$ cat src/rtl/bl_pwm_pkg.sv
package bl_pwm_pkg;
  localparam int CMP_W   = 8;
  localparam int PS_W    = 3;
  localparam int PS_MAX  = 6;
  localparam int ADDR_W  = 2;
  localparam int DATA_W  = 16;
  localparam int CMP_LSB = 8;
  localparam int POL_BIT = 4;
  localparam int SYNC_STAGES = 2;
  localparam int PRE_W   = (PS_MAX > 0) ? PS_MAX : 1;

  typedef struct packed {
    logic [CMP_W-1:0] cmp;
    logic             pol;
    logic [PS_W-1:0]  ps;
  } pwm_cfg_t;

  typedef enum logic [ADDR_W-1:0] {
    A_CFG  = 2'd0,
    A_SRC  = 2'd1,
    A_CMD  = 2'd2,
    A_STAT = 2'd3
  } reg_addr_e;
endpackage

$ cat src/rtl/bl_pwm_regs.sv
module bl_pwm_regs
  import bl_pwm_pkg::*;
(
  input  logic              clk_i,
  input  logic              rst_ni,
  input  logic              wr_en_i,
  input  logic [ADDR_W-1:0] wr_addr_i,
  input  logic [DATA_W-1:0] wr_data_i,
  input  logic [ADDR_W-1:0] rd_addr_i,
  output logic [DATA_W-1:0] rd_data_o,
  input  logic              run_i,
  output pwm_cfg_t          cfg_o,
  output logic              sel_o,
  output logic              en_o
);
  pwm_cfg_t cfg_q;
  logic     sel_q, en_q;
  logic [PS_W-1:0] ps_wr;
  logic unused_bits;

  assign unused_bits = ^{wr_data_i[7:5], wr_data_i[3]};

  // saturate prescaler on entry
  assign ps_wr = (wr_data_i[PS_W-1:0] > PS_W'(PS_MAX)) ? PS_W'(PS_MAX)
                                                       : wr_data_i[PS_W-1:0];

  always_ff @(posedge clk_i or negedge rst_ni) begin
    if (!rst_ni) begin
      cfg_q <= '0;
      sel_q <= 1'b0;
      en_q  <= 1'b0;
    end else if (wr_en_i) begin
      case (reg_addr_e'(wr_addr_i))
        A_CFG: begin
          cfg_q.cmp <= wr_data_i[CMP_LSB +: CMP_W];
          cfg_q.pol <= wr_data_i[POL_BIT];
          cfg_q.ps  <= ps_wr;
        end
        A_SRC: sel_q <= wr_data_i[0];
        A_CMD: begin
          if (wr_data_i[1])      en_q <= 1'b0;
          else if (wr_data_i[0]) en_q <= 1'b1;
        end
        default: ;
      endcase
    end
  end

  always_comb begin
    rd_data_o = '0;
    case (reg_addr_e'(rd_addr_i))
      A_CFG: begin
        rd_data_o[CMP_LSB +: CMP_W] = cfg_q.cmp;
        rd_data_o[POL_BIT]          = cfg_q.pol;
        rd_data_o[PS_W-1:0]         = cfg_q.ps;
      end
      A_SRC:  rd_data_o[0] = sel_q;
      A_STAT: rd_data_o[0] = run_i;
      default: ;
    endcase
  end

  assign cfg_o = cfg_q;
  assign sel_o = sel_q;
  assign en_o  = en_q;

  assert_ps_sat_R2: assert property (@(posedge clk_i) disable iff (!rst_ni)
    cfg_q.ps <= PS_W'(PS_MAX));

  assert_stop_wins_R7: assert property (@(posedge clk_i) disable iff (!rst_ni)
    (wr_en_i && wr_addr_i == A_CMD && wr_data_i[1]) |=> !en_q);
endmodule

$ cat src/rtl/bl_pwm_sync.sv
module bl_pwm_sync #(
  parameter int STAGES = 2
) (
  input  logic clk_i,
  input  logic rst_ni,
  input  logic d_i,
  output logic q_o
);
  logic [STAGES-1:0] sr_q;

  generate
    if (STAGES == 1) begin : g_one
      always_ff @(posedge clk_i or negedge rst_ni) begin
        if (!rst_ni) sr_q <= '0;
        else         sr_q <= d_i;
      end
    end else begin : g_many
      always_ff @(posedge clk_i or negedge rst_ni) begin
        if (!rst_ni) sr_q <= '0;
        else         sr_q <= {sr_q[STAGES-2:0], d_i};
      end
    end
  endgenerate

  assign q_o = sr_q[STAGES-1];

  assert_rise_lag_R7: assert property (@(posedge clk_i) disable iff (!rst_ni)
    $rose(q_o) |-> $past(d_i, STAGES));

  assert_fall_lag_R7: assert property (@(posedge clk_i) disable iff (!rst_ni)
    $fell(q_o) |-> !$past(d_i, STAGES));
endmodule

$ cat src/rtl/bl_pwm_core.sv
module bl_pwm_core
  import bl_pwm_pkg::*;
(
  input  logic     clk_i,
  input  logic     rst_ni,
  input  logic     run_i,
  input  logic     src_tick_i,
  input  pwm_cfg_t cfg_i,
  output logic     pwm_o
);
  localparam logic [CMP_W-1:0] CNT_TOP = '1;

  logic [PRE_W-1:0] pre_q, pre_lim;
  logic [CMP_W-1:0] cnt_q;
  pwm_cfg_t         sh_q;
  logic             pre_hit, at_top, active;

  always_comb begin
    for (int i = 0; i < PRE_W; i++) pre_lim[i] = (i < int'(sh_q.ps));
  end

  assign pre_hit = src_tick_i && (pre_q == pre_lim);
  assign at_top  = (cnt_q == CNT_TOP);

  always_ff @(posedge clk_i or negedge rst_ni) begin
    if (!rst_ni) begin
      pre_q <= '0;
      cnt_q <= '0;
      sh_q  <= '0;
    end else if (!run_i) begin
      pre_q <= '0;
      cnt_q <= '0;
      sh_q  <= cfg_i;
    end else if (src_tick_i) begin
      if (pre_hit) begin
        pre_q <= '0;
        cnt_q <= cnt_q + 1'b1;
        if (at_top) sh_q <= cfg_i;  // new settings only at wrap
      end else begin
        pre_q <= pre_q + 1'b1;
      end
    end
  end

  assign active = (cnt_q < sh_q.cmp);
  assign pwm_o  = run_i ? ~(active ^ sh_q.pol) : ~sh_q.pol;

  assert_wrap_zero_R3: assert property (@(posedge clk_i) disable iff (!rst_ni)
    (run_i && pre_hit && at_top) |=> (cnt_q == '0));

  assert_prescale_hold_R3: assert property (@(posedge clk_i) disable iff (!rst_ni)
    (run_i && !pre_hit) |=> $stable(cnt_q));

  assert_zero_cmp_R4: assert property (@(posedge clk_i) disable iff (!rst_ni)
    (run_i && sh_q.cmp == '0) |-> (pwm_o == ~sh_q.pol));

  assert_idle_clear_R8: assert property (@(posedge clk_i) disable iff (!rst_ni)
    !run_i |=> (cnt_q == '0 && pre_q == '0));

  assert_shadow_hold_R9: assert property (@(posedge clk_i) disable iff (!rst_ni)
    (run_i && !(pre_hit && at_top)) |=> $stable(sh_q));
endmodule

$ cat src/rtl/bl_pwm_gen.sv
module bl_pwm_gen
  import bl_pwm_pkg::*;
(
  input  logic              clk_i,
  input  logic              rst_ni,
  input  logic              slow_tick_i,
  input  logic              wr_en_i,
  input  logic [ADDR_W-1:0] wr_addr_i,
  input  logic [DATA_W-1:0] wr_data_i,
  input  logic [ADDR_W-1:0] rd_addr_i,
  output logic [DATA_W-1:0] rd_data_o,
  output logic              pwm_o,
  output logic              status_o
);
  pwm_cfg_t cfg;
  logic     sel, en, run, src_tick;

  bl_pwm_regs u_regs (
    .clk_i     (clk_i),
    .rst_ni    (rst_ni),
    .wr_en_i   (wr_en_i),
    .wr_addr_i (wr_addr_i),
    .wr_data_i (wr_data_i),
    .rd_addr_i (rd_addr_i),
    .rd_data_o (rd_data_o),
    .run_i     (run),
    .cfg_o     (cfg),
    .sel_o     (sel),
    .en_o      (en)
  );

  bl_pwm_sync #(.STAGES(SYNC_STAGES)) u_sync (
    .clk_i  (clk_i),
    .rst_ni (rst_ni),
    .d_i    (en),
    .q_o    (run)
  );

  assign src_tick = sel | slow_tick_i;

  bl_pwm_core u_core (
    .clk_i      (clk_i),
    .rst_ni     (rst_ni),
    .run_i      (run),
    .src_tick_i (src_tick),
    .cfg_i      (cfg),
    .pwm_o      (pwm_o)
  );

  assign status_o = run;

  assert_slow_src_R6: assert property (@(posedge clk_i) disable iff (!rst_ni)
    (!sel && !slow_tick_i) |-> !src_tick);
endmodule

$ cat config.mk
export PLATFORM = sky130hd
export DESIGN_NAME = bl_pwm_gen
export DESIGN_NICKNAME = d
export VERILOG_FILES = /design/src/rtl/bl_pwm_pkg.sv /design/src/rtl/bl_pwm_regs.sv /design/src/rtl/bl_pwm_sync.sv /design/src/rtl/bl_pwm_core.sv /design/src/rtl/bl_pwm_gen.sv
export SDC_FILE = /design/constraint.sdc
export NUM_CORES = 1
export LEC_CHECK = 0
export BUFFER_PORTS_ARGS = -buffer_cell sky130_fd_sc_hd__buf_2
export CORE_MARGIN = 5
export CORE_UTILIZATION = 50
export DETAILED_ROUTE_END_ITERATION = 10
export PLACE_DENSITY = 0.71
export REMOVE_ABC_BUFFERS = 1
export SLEW_MARGIN = 25
export SYNTH_ARGS = -nofsm -noshare
export SYNTH_HDL_FRONTEND = slang
export SYNTH_HIERARCHICAL = 1
export SYNTH_SLANG_ARGS = --single-unit
$ cat constraint.sdc
create_clock -name clk_i -period 2.61 [get_ports clk_i]
set_input_delay 0.6525 -clock clk_i [delete_from_list [all_inputs] [get_ports clk_i]]
set_output_delay 0.6525 -clock clk_i [all_outputs]
set_load 0.005 [all_outputs]
* Word-level counts from Yosys, hierarchy flattened
Index checks and enable logic that the tools add are counted.
Widths: inputs -> output; s select.
** Operators by class
- Add/sub/neg operators :: 2
- Order comparisons :: 8
- Equality and inequality tests :: 9
- Muxes and demuxes :: 18
- Bitwise gates (word level) :: 4
- Reductions and logical operators :: 9
** Operators by type and width (number)
- $mux 12 :: 4
- $mux 8 :: 4
- $mux 6 :: 3
- $add 8x1->8 const B :: 1
- $eq 8x8->1 const B :: 1
- $lt 8x8->1 :: 1
- $add 6x1->6 const B :: 1
- $eq 6x6->1 :: 1
- $lt 1x3->1 const A :: 2
- $lt 2x3->1 const A :: 2
- $lt 3x3->1 const A :: 2
- $ne 2x1->1 const B :: 3
- $reduce_and 2->1 :: 3
- $reduce_and 3->1 :: 2
- $eq 2x1->1 const B :: 2
- $eq 2x2->1 const B :: 2
- $logic_not 2->1 :: 2
- $mux 1 :: 4
- $gt 3x3->1 const B :: 1
- $mux 3 :: 1
- $pmux 1 s3 :: 1
- $mux 2 :: 1
- $not 1->1 :: 2
- $reduce_bool 2->1 :: 1
- 3 further kinds :: 3
** Word-level totals
- Flip-flop bits (word level) :: 42
- Input port bits :: 24
- Output and inout bits :: 18
- Word-level logic and storage cells :: 61

* Depth between registers and ports, before layout
Gate-level depths: netlist of the first run.
- Word-level depth :: 6
- Mapped depth :: 7

* By module
The synthesis of the first run kept the hierarchy.
** By module, submodules not included
- bl_pwm_core :: instances 1, cells each 155, area each 1600.3 um2, sequential area each 650.6 um2
- bl_pwm_regs :: instances 1, cells each 55, area each 698.2 um2, sequential area each 350.3 um2
- bl_pwm_sync :: instances 1, cells each 2, area each 50.0 um2, sequential area each 50.0 um2
- bl_pwm_gen :: instances 1, cells each 1, area each 6.3 um2, sequential area each 0.0 um2

* Least setup slack after synthesis of the first run
Ideal clock, no wire load.
- Kind :: register to output
- Start :: register u_core.cnt_q[3]
- End :: output port pwm_o
- Data arrival time :: 1.505 ns
- Required time :: 1.957 ns
- Setup slack :: 0.452 ns
- Cell stages (with the launch flop) :: 6
- Buffers on the path :: 0
- Cells stage by stage :: dfrtp_1 -> ha_1 -> a21oi_1 -> o21ai_0 -> a2111oi_0 -> and4b_1
** On the way
- Longest elaborated chain between the ends :: 4
** Ends and longest elaborated chain
- start: declaration :: RTL line bl_pwm_core.sv:14 : logic [CMP_W-1:0] cnt_q;
- start signal: assignment :: RTL line bl_pwm_core.sv:37 : cnt_q <= cnt_q + 1'b1;
- $lt 8x8->1 :: RTL line bl_pwm_core.sv:45 : assign active = (cnt_q < sh_q.cmp);
- $xor 1x1->1 :: RTL line bl_pwm_core.sv:46 : assign pwm_o = run_i ? ~(active ^ sh_q.pol) : ~sh_q.pol;
- $not 1->1 :: RTL line bl_pwm_core.sv:46
- $mux 1 :: RTL line bl_pwm_core.sv:46
- end: declaration :: RTL line bl_pwm_gen.sv:12 : output logic pwm_o,
Every way passes these cells.

* Final worst setup path of the first run
- Start :: register u_core.cnt_q[6]
- End :: output port pwm_o
Same word-level chain as after synthesis.

==> results of run 1 <==
-- cell families (layout without fill, tap and decap cells) --
logic type / Yosys count / in the layout / share of synthesized area
adders and majority gates: 9 / 9 / 0.0478
and+or+nand+nor: 81 / 81 / 0.209
muxes: 35 / 35 / 0.162
DFF: 42 / 42 / 0.446
buffers and inverters: 20 / 59 / 0.0452
other: 1 / 4 / 0.00159
AOI/OAI and AO/OA: 21 / 21 / 0.0733
xor gates and xnor gates: 4 / 4 / 0.0149
-- Yosys cell counts (all sizes together), types with 4 or more instances --
cell,count
a21oi,4
and2,12
buf,7
dfrtp,42
ha,9
inv,10
mux2,25
mux2i,10
nand2,14
nand2b,10
nand3,10
nand3b,4
nor2,4
nor3b,5
nor4,4
o21ai,7
-- layer usage --
metal	wire length [um]	track usage	share of wire	up-vias
met1	2010	0.195	0.48	792
met2	1940	0.250	0.46	30
met5	0	0	0	-
met4	65	0.0490	0.016	0
li1	-	-	-	834
met3	157	0.0367	0.038	7
-- registers in the layout, indices dropped and copies added, names as in the netlist --
register	flops
u_regs/cfg_o	12
u_regs/en_o	1
u_sync/sr_q	2
u_regs/sel_o	1
u_core/pre_q	6
u_core/sh_q	12
u_core/cnt_q	8
-- power breakdown --
part,leakage [nW],switching (mW),internal [mW]
registers,0.527,0.120,0.777
clock network,0.0524,0.211,0.286
logic,0.679,0.274,0.247
total,1.26,0.606,1.31
-- per-stage QoR --
step                      instance area (um^2)  hold WS [ns]  power [mW]
final                                     2700         0.272        1.92
after global routing                      2700         0.286        2.05
after CTS                                 2700         0.269        1.94
after detailed placement                  2590         0.336        1.43
after global placement                    2590         0.337        1.41
after floorplan                           2300         0.331        1.26
-- worst max-delay path, cell delays in order, from the launching register on --
cell       delay, ns
dfrtp_1         0.41
ha_1            0.32
a21o_1          0.16
nand2_1         0.06
nand3b_1        0.13
a2111oi_2       0.22
and4b_1         0.23
buf_2           0.12
-- how the worst max path moves through the flow --
stage | depth (start not counted) | slack [ns] | end
floorplan | 5 | 0.45 | u_core/sh_q[0]
global placement | 6 | 0.24 | pwm_o
detailed placement | 6 | 0.20 | pwm_o
CTS | 7 | 0.01 | pwm_o
global route | 7 | -0.13 | pwm_o
finish | 7 | 0.02 | pwm_o
-- cell type report --
class	instances	area, um^2	share of cell area
multi-input combinational	154	1210	0.450
sequential	42	1050	0.389
timing repair buffer	41	225	0.0833
clock buffer	7	76.3	0.0282
tap	54	67.6	0.0250
inverter	10	37.5	0.0139
clock inverter	1	30.0	0.0111
-- timing repair --
action / 4_1_cts / 5_1_grt
setup endpoints to repair: 1 / 1
pin swaps: 1 / 0
gates resized for setup: 3 / 0
==> impl_metrics.toml, run 1 <==
[clock_network]
path_clk_slew_ns = 0.08
numCtsBuffers = 5
htree_levels = 2
postCtsSetupRepairBufs = 0
clock_sinks = 42
cts_tree = "built"
cts_hold_buf = 0
root_buffer = "clkbuf_8"
clockBufferDepth = 2
clk_latency_ns = 0.29

[synth]
synth_top_area_frac = 0.446
syn_avg_cell_area_um2 = 11.1
synth_ff_type = "dfrtp_1"
synth-async-reset-ratio = 1.00
syn_inst = 213
yosys.area.top_type = "dfrtp_1"
synth.ff_latch_count = 42
synth.distinct_cells = 47
ys_top_cells_by_area = "dfrtp_1 (45%), mux2_2 (6.2%), mux2_1 (5.7%), ha_1 (4.8%), mux2i_1 (4.3%)"
netlist_area_um2 = 2350
ys_seq_area_frac = 0.446
yosys_warnings = 6
synth_edf_count = 0

[sta]
hold_viol = 0
tightestPinTransition_ns = 0.634
finalSetupViolCount = 0
finalMaxSlewViolations = 0
rsz0062_at_grt = "true"
slew_headroom = 0.577
worst_slack_ns = 0.0233
fmax_mhz = 387
period_share = 0.991
finalSetupTns_ns = 0
min_period_ns = 2.59
finClkSkew_ns = 0.00643

[drt]
drt_first_pass_iters = 4
vias = 1663
via_per_inst = 5.38
wirelength_um = 4170
drt_iter0_drc = 124
drc = 0
drt.antenna.violating_nets = 0
wl_per_cell_um = 13.5

[global_routing]
overflow = 0
grt_max_degree = 29
track_usage = 0.151
grt_pass1_wl_um = 7510
grt_pass1_vias = 1652
antenna_found_initial = 0

[die]
ios = 42
die_w_um = 78.6
initial_utilization = 0.505
core_area_um2 = 4660
die-area_um2 = 6180
die_h_um = 78.6
row_count = 25

[critical_path]
critical_path.endpoint_type = "output port"
timing.rr.start = "u_core/pre_q[1]"
setup.worst_path.start_class = "flop"
rrSetupSlack_ns = 0.45
reg2reg_depth = 6
worstPathMaxFanout = 4
critical_path_required_ns = 1.96
r2r-end = "u_core/sh_q[3]"
worstSetupPathType = "reg -> out"
crit_arrival_ns = 1.93
startpoint = "u_core/cnt_q[6]"

[status]
status = "complete, no violations"

[pwr]
peakVddDrop_mv = 0.547
p_per_area_nw_per_um2 = 709
power.leakage_nw = 1.26

[placement]
place.port_buffers = 33
detailedPlace.worstSlack_ns = 0.203
place.gp.congestion = 0.766
dpl.hpwl_um = 3150
dpl.cell_count = 301

[layout]
layout_common_cells = "dfrtp_1 (42), buf_2 (33), nand2_1 (14)"
fin_nets = 287
fin_util = 0.580
antenna_cells = 0
areaGrowthSynthToFinish_pct = 14.8
drive_above_1_share = 0.271
final_common_cell = "dfrtp_1"
fillers = 386
stdcell_count = 309

[worst_hold_path]
hold_class = "in -> async"

[flow_run]
cap_violations = 0
No activity file was read; power rests on OpenSTA's default activity.
==> inputs of run 2 (changes only) <==
--- a/config.mk
+++ b/config.mk
@@ -9,6 +9,7 @@
 export CORE_MARGIN = 5
 export CORE_UTILIZATION = 50
 export DETAILED_ROUTE_END_ITERATION = 10
+export GPL_TIMING_DRIVEN = 0
 export PLACE_DENSITY = 0.71
 export REMOVE_ABC_BUFFERS = 1
 export SLEW_MARGIN = 25
==> impl_metrics.toml, run 2 (same netlist as run 1, synthesis figures left out) <==
[die]
initial_utilization = 0.505
die_w_um = 78.6
die-area_um2 = 6180
die_h_um = 78.6
core_area_um2 = 4660
row_count = 25
ios = 42

[pwr]
p_per_area_nw_per_um2 = 755
peakVddDrop_mv = 0.490
combPwrFrac = 0.246
switching_share = 0.303
seq_power_share = 0.448
power.leakage_nw = 1.25
internal_power_mw = 1.43
p_switching_mw = 0.622
clockPowerShare = 0.306

[global_routing]
track_usage = 0.154
grt_pass1_vias = 1702
grt_pass1_wl_um = 7580
overflow = 0
grt_max_degree = 43
antenna_found_initial = 0

[clock_network]
clk_latency_ns = 0.29
numCtsBuffers = 5
cts_hold_buf = 0
path_clk_slew_ns = 0.08
root_buffer = "clkbuf_8"
clockBufferDepth = 2
cts_tree = "built"
clock_sinks = 42
htree_levels = 2

[sta]
tightestPinTransition_ns = 0.888
rsz0062_at_grt = "true"
finClkSkew_ns = 0.00453
finalSetupTns_ns = 0
period_share = 0.992
slew_headroom = 0.406
hold_viol = 0
finalSetupViolCount = 0
worst_slack_ns = 0.0216
fmax_mhz = 386
finalMaxSlewViolations = 0
min_period_ns = 2.59

[layout]
areaGrowthSynthToFinish_pct = 15.4
drive_above_1_share = 0.281
final_common_cell = "dfrtp_1"
layout_common_cells = "dfrtp_1 (41), buf_2 (32), nand2_1 (14)"
fin_nets = 281
antenna_cells = 0

[critical_path]
crit_arrival_ns = 1.94
critPathSlowestCell = "dfrtp_1"
slowest_delay_ns = 0.40
critical_path.endpoint_type = "output port"
worstPathMaxFanout = 2
r2r-end = "u_core/sh_q[10]"
timing.rr.start = "u_core/sh_q[1]"
startpoint = "u_core/sh_q[10]"
setup.worst_path.start_class = "flop"
cp_cell_sequence = "inv_2 > ha_4 > a21o_1 > nand2_1 > nand3b_1 > a2111oi_2 > and4b_1 > buf_2"
reg2reg_depth = 5
worstSetupPathType = "reg -> out"
rrSetupSlack_ns = 0.20
critical_path_required_ns = 1.96

[drt]
drt_first_pass_iters = 4
drt.antenna.violating_nets = 0
drt_iter0_drc = 108
via_per_inst = 5.48
vias = 1660
drc = 0
wirelength_um = 4240
wl_per_cell_um = 14.0

[placement]
dpl.hpwl_um = 2900
place.port_buffers = 33
place.gp.congestion = 0.801
detailedPlace.worstSlack_ns = 0.0817

[status]
status = "complete, no violations"

[flow_run]
cap_violations = 0

[worst_hold_path]
hold_class = "in -> async"
-- run 2: critical path, delay by kind of cell (launching register included) --
kind | cells | cell delay, ns
AND/OR/NAND/NOR | 3 | 0.45
flip-flops | 1 | 0.40
AO/OA/AOI/OAI | 2 | 0.40
buffers and inverters | 2 | 0.20
adder cells (fa/ha/maj) | 1 | 0.20
-- run 2: final cells by class --
cell class                      instances  area, um^2
Timing Repair Buffer                   35         183
Fill cell                             368        1940
Tap cell                               54        67.6
Inverter                               10        37.5
Sequential cell                        42        1050
Clock buffer                            6        82.6
Clock inverter                          2        60.1
Multi-Input combinational cell        154        1230
-- run 2: metal layers --
metal | GRT usage | share of wire | vias to the layer above
li1 | - | - | 817
met1 | 0.192 | 0.46 | 807
met2 | 0.250 | 0.49 | 32
met3 | 0.0356 | 0.035 | 4
met4 | 0.0752 | 0.014 | 0
met5 | 0 | 0 | -
-- run 2: how the worst max path moves through the flow --
stage	end	slack, ns	cells after the start
after floorplan	u_core/sh_q[0]	0.45	5
after global placement	u_core/sh_q[0]	0.08	5
after detailed placement	u_core/sh_q[10]	0.08	5
after CTS	pwm_o	-0.0009	7
after global routing	pwm_o	-0.13	8
final	pwm_o	0.02	8
-- run 2: power by group through the flow --
stage	Combinational, mW	Clock [mW]	Sequential (mW)
6_report	0.505	0.628	0.918
5_1_grt	0.564	0.676	0.950
4_1_cts	0.494	0.649	0.918
3_5_place_dp	0.481	0	0.930
3_3_place_gp	0.467	0	0.924
2_1_floorplan	0.369	0	0.887
-- run 2: repair_timing --
item,in CTS,in global routing
gates resized for setup,5,3
setup endpoints to repair,1,3
gates cloned,0,0
pin swaps,1,1
setup buffers,2,0
-- run 2: through the flow --
stage	cells	util	instance area [um^2]	power (mW)	hold WS (ns)
CTS	303	0.579	2700	2.06	0.354
detailed placement	293	0.543	2530	1.41	0.336
global placement	293	0.543	2530	1.39	0.334
finish	303	0.583	2720	2.05	0.334
floorplan	206	-	2300	1.26	0.331
global route	303	0.583	2720	2.19	0.371
==> inputs of run 3 (changes only) <==
--- a/config.mk
+++ b/config.mk
@@ -6,10 +6,12 @@
 export NUM_CORES = 1
 export LEC_CHECK = 0
 export BUFFER_PORTS_ARGS = -buffer_cell sky130_fd_sc_hd__buf_2
+export CORE_ASPECT_RATIO = 0.9
 export CORE_MARGIN = 5
 export CORE_UTILIZATION = 50
 export DETAILED_ROUTE_END_ITERATION = 10
 export GPL_TIMING_DRIVEN = 0
+export MAX_ROUTING_LAYER = met4
 export PLACE_DENSITY = 0.71
 export REMOVE_ABC_BUFFERS = 1
 export SLEW_MARGIN = 25
==> constraint.sdc (replaced) <==
create_clock -name clk_i -period 3 [get_ports clk_i]
set_input_delay 0.75 -clock clk_i [delete_from_list [all_inputs] [get_ports clk_i]]
set_output_delay 0.75 -clock clk_i [all_outputs]
set_load 0.005 [all_outputs]
==> impl_metrics.toml, run 3 (same netlist as run 1, synthesis figures left out) <==
[critical_path]
timing.rr.start = "u_core/pre_q[1]"
worstSetupPathType = "reg -> out"
rrSetupSlack_ns = 0.48
r2r-end = "u_core/sh_q[1]"
cp_cell_sequence = "ha_1 > a21oi_1 > o21ai_1 > a2111oi_0 > and4b_1 > buf_2"
worstPathMaxFanout = 6
crit_arrival_ns = 2.04
critical_path.endpoint_type = "output port"
setup.worst_path.start_class = "flop"
critical_path_required_ns = 2.25
reg2reg_depth = 5
critPathSlowestCell = "dfrtp_1"
slowest_delay_ns = 0.46
endpoint = "pwm_o"
startpoint = "u_core/cnt_q[3]"

[layout]
final_common_cell = "dfrtp_1"
fillers = 377
seq_area_um2 = 1050
fin_nets = 279
layout_common_cells = "dfrtp_1 (41), buf_2 (32), nand2_1 (14)"
multi_input_area_um2 = 1210
antenna_cells = 0
areaGrowthSynthToFinish_pct = 12.8
stdcell_count = 308
drive_above_1_share = 0.252

[drt]
drt.antenna.violating_nets = 0
drc = 0
via_per_inst = 5.28
wirelength_um = 4330
drt_first_pass_iters = 4
wl_per_cell_um = 14.0
vias = 1626
drt_iter0_drc = 41

[placement]
place.gp.congestion = 0.803
dpl.cell_count = 301
dpl.hpwl_um = 3090
place.port_buffers = 33

[clock_network]
numCtsBuffers = 5
path_clk_slew_ns = 0.08
root_buffer = "clkbuf_8"
htree_levels = 2
clockBufferDepth = 2
clock_sinks = 42
postCtsSetupRepairBufs = 0
cts_resized = 0
clk_latency_ns = 0.28
cts_hold_buf = 0
cts_tree = "built"

[sta]
slew_headroom = 0.382
finalMaxSlewViolations = 0
fmax_mhz = 359
holdWs_ns = 0.350
hold_viol = 0
finalSetupTns_ns = 0
finClkSkew_ns = 0.00711
finalSetupViolCount = 0
min_period_ns = 2.79
period_share = 0.929
rsz0062_at_grt = "false"
tightestPinTransition_ns = 0.924

[pwr]
peakVddDrop_mv = 0.340
p_per_area_nw_per_um2 = 629
power.leakage_nw = 1.22

[global_routing]
overflow = 0
antenna_found_initial = 0
track_usage = 0.169
grt_max_degree = 43
grt_pass1_wl_um = 7770
grt_pass1_vias = 1682

[die]
row_count = 23
die-area_um2 = 6180
initial_utilization = 0.521
die_h_um = 75.1
ios = 42
core_area_um2 = 4520
die_w_um = 82.3

[flow_run]
cap_violations = 0

[status]
status = "complete, no violations"

[worst_hold_path]
hold_class = "reg -> reg"
==> run 3: area by class of cell <==
cell class	instances	area share
Multi-Input combinational cell	154	0.455
Sequential cell	42	0.396
Timing Repair Buffer	33	0.0631
Clock buffer	6	0.0311
Tap cell	62	0.0292
Inverter	10	0.0141
Clock inverter	1	0.0113
==> run 3: layer usage <==
layer	up-vias	track usage	wire (um)
met2	32	0.264	2000
met5	-	-	0
met3	5	0.0311	146
li1	813	-	-
met4	0	0.0627	55
met1	776	0.218	2130
==> run 3: metrics by stage <==
step	cell area, um^2	setup slack [ns]	power (mW)	utilization
after floorplan	2300	0.745	1.09	-
after global placement	2540	0.388	1.21	0.562
after detailed placement	2540	0.342	1.24	0.562
after CTS	2650	0.0978	1.69	0.587
after global routing	2660	0.0105	1.79	0.588
final	2660	0.212	1.67	0.588
==> run 3: how the worst min path moves through the flow <==
stage / endpoint / cells past startpoint / slack, ns / startpoint
2_1_floorplan: u_sync/sr_q[1] / 0 / 0.33 / u_sync/sr_q[0]
3_3_place_gp: u_sync/sr_q[1] / 0 / 0.33 / u_sync/sr_q[0]
3_5_place_dp: u_sync/sr_q[1] / 0 / 0.33 / u_sync/sr_q[0]
4_1_cts: u_sync/sr_q[1] / 0 / 0.35 / u_sync/sr_q[0]
5_1_grt: u_sync/sr_q[1] / 0 / 0.38 / u_sync/sr_q[0]
6_report: u_sync/sr_q[1] / 0 / 0.35 / u_sync/sr_q[0]
==> run 3: worst max-delay path, delay by kind of cell (launching register included) <==
family / cells / cell delay [ns]
AOI/OAI and AO/OA: 3 / 0.61
and+or+nand+nor: 1 / 0.23
adders and majority gates: 1 / 0.33
buffers and inverters: 1 / 0.12
DFF: 1 / 0.46
==> run 3: power breakdown <==
part / switching, mW / leakage, nW / internal (mW) / total, mW
Sequential: 0.125 / 0.526 / 0.676 / 0.802
Combinational: 0.217 / 0.638 / 0.203 / 0.420
Clock: 0.183 / 0.0573 / 0.266 / 0.449
Total: 0.526 / 1.22 / 1.15 / 1.67
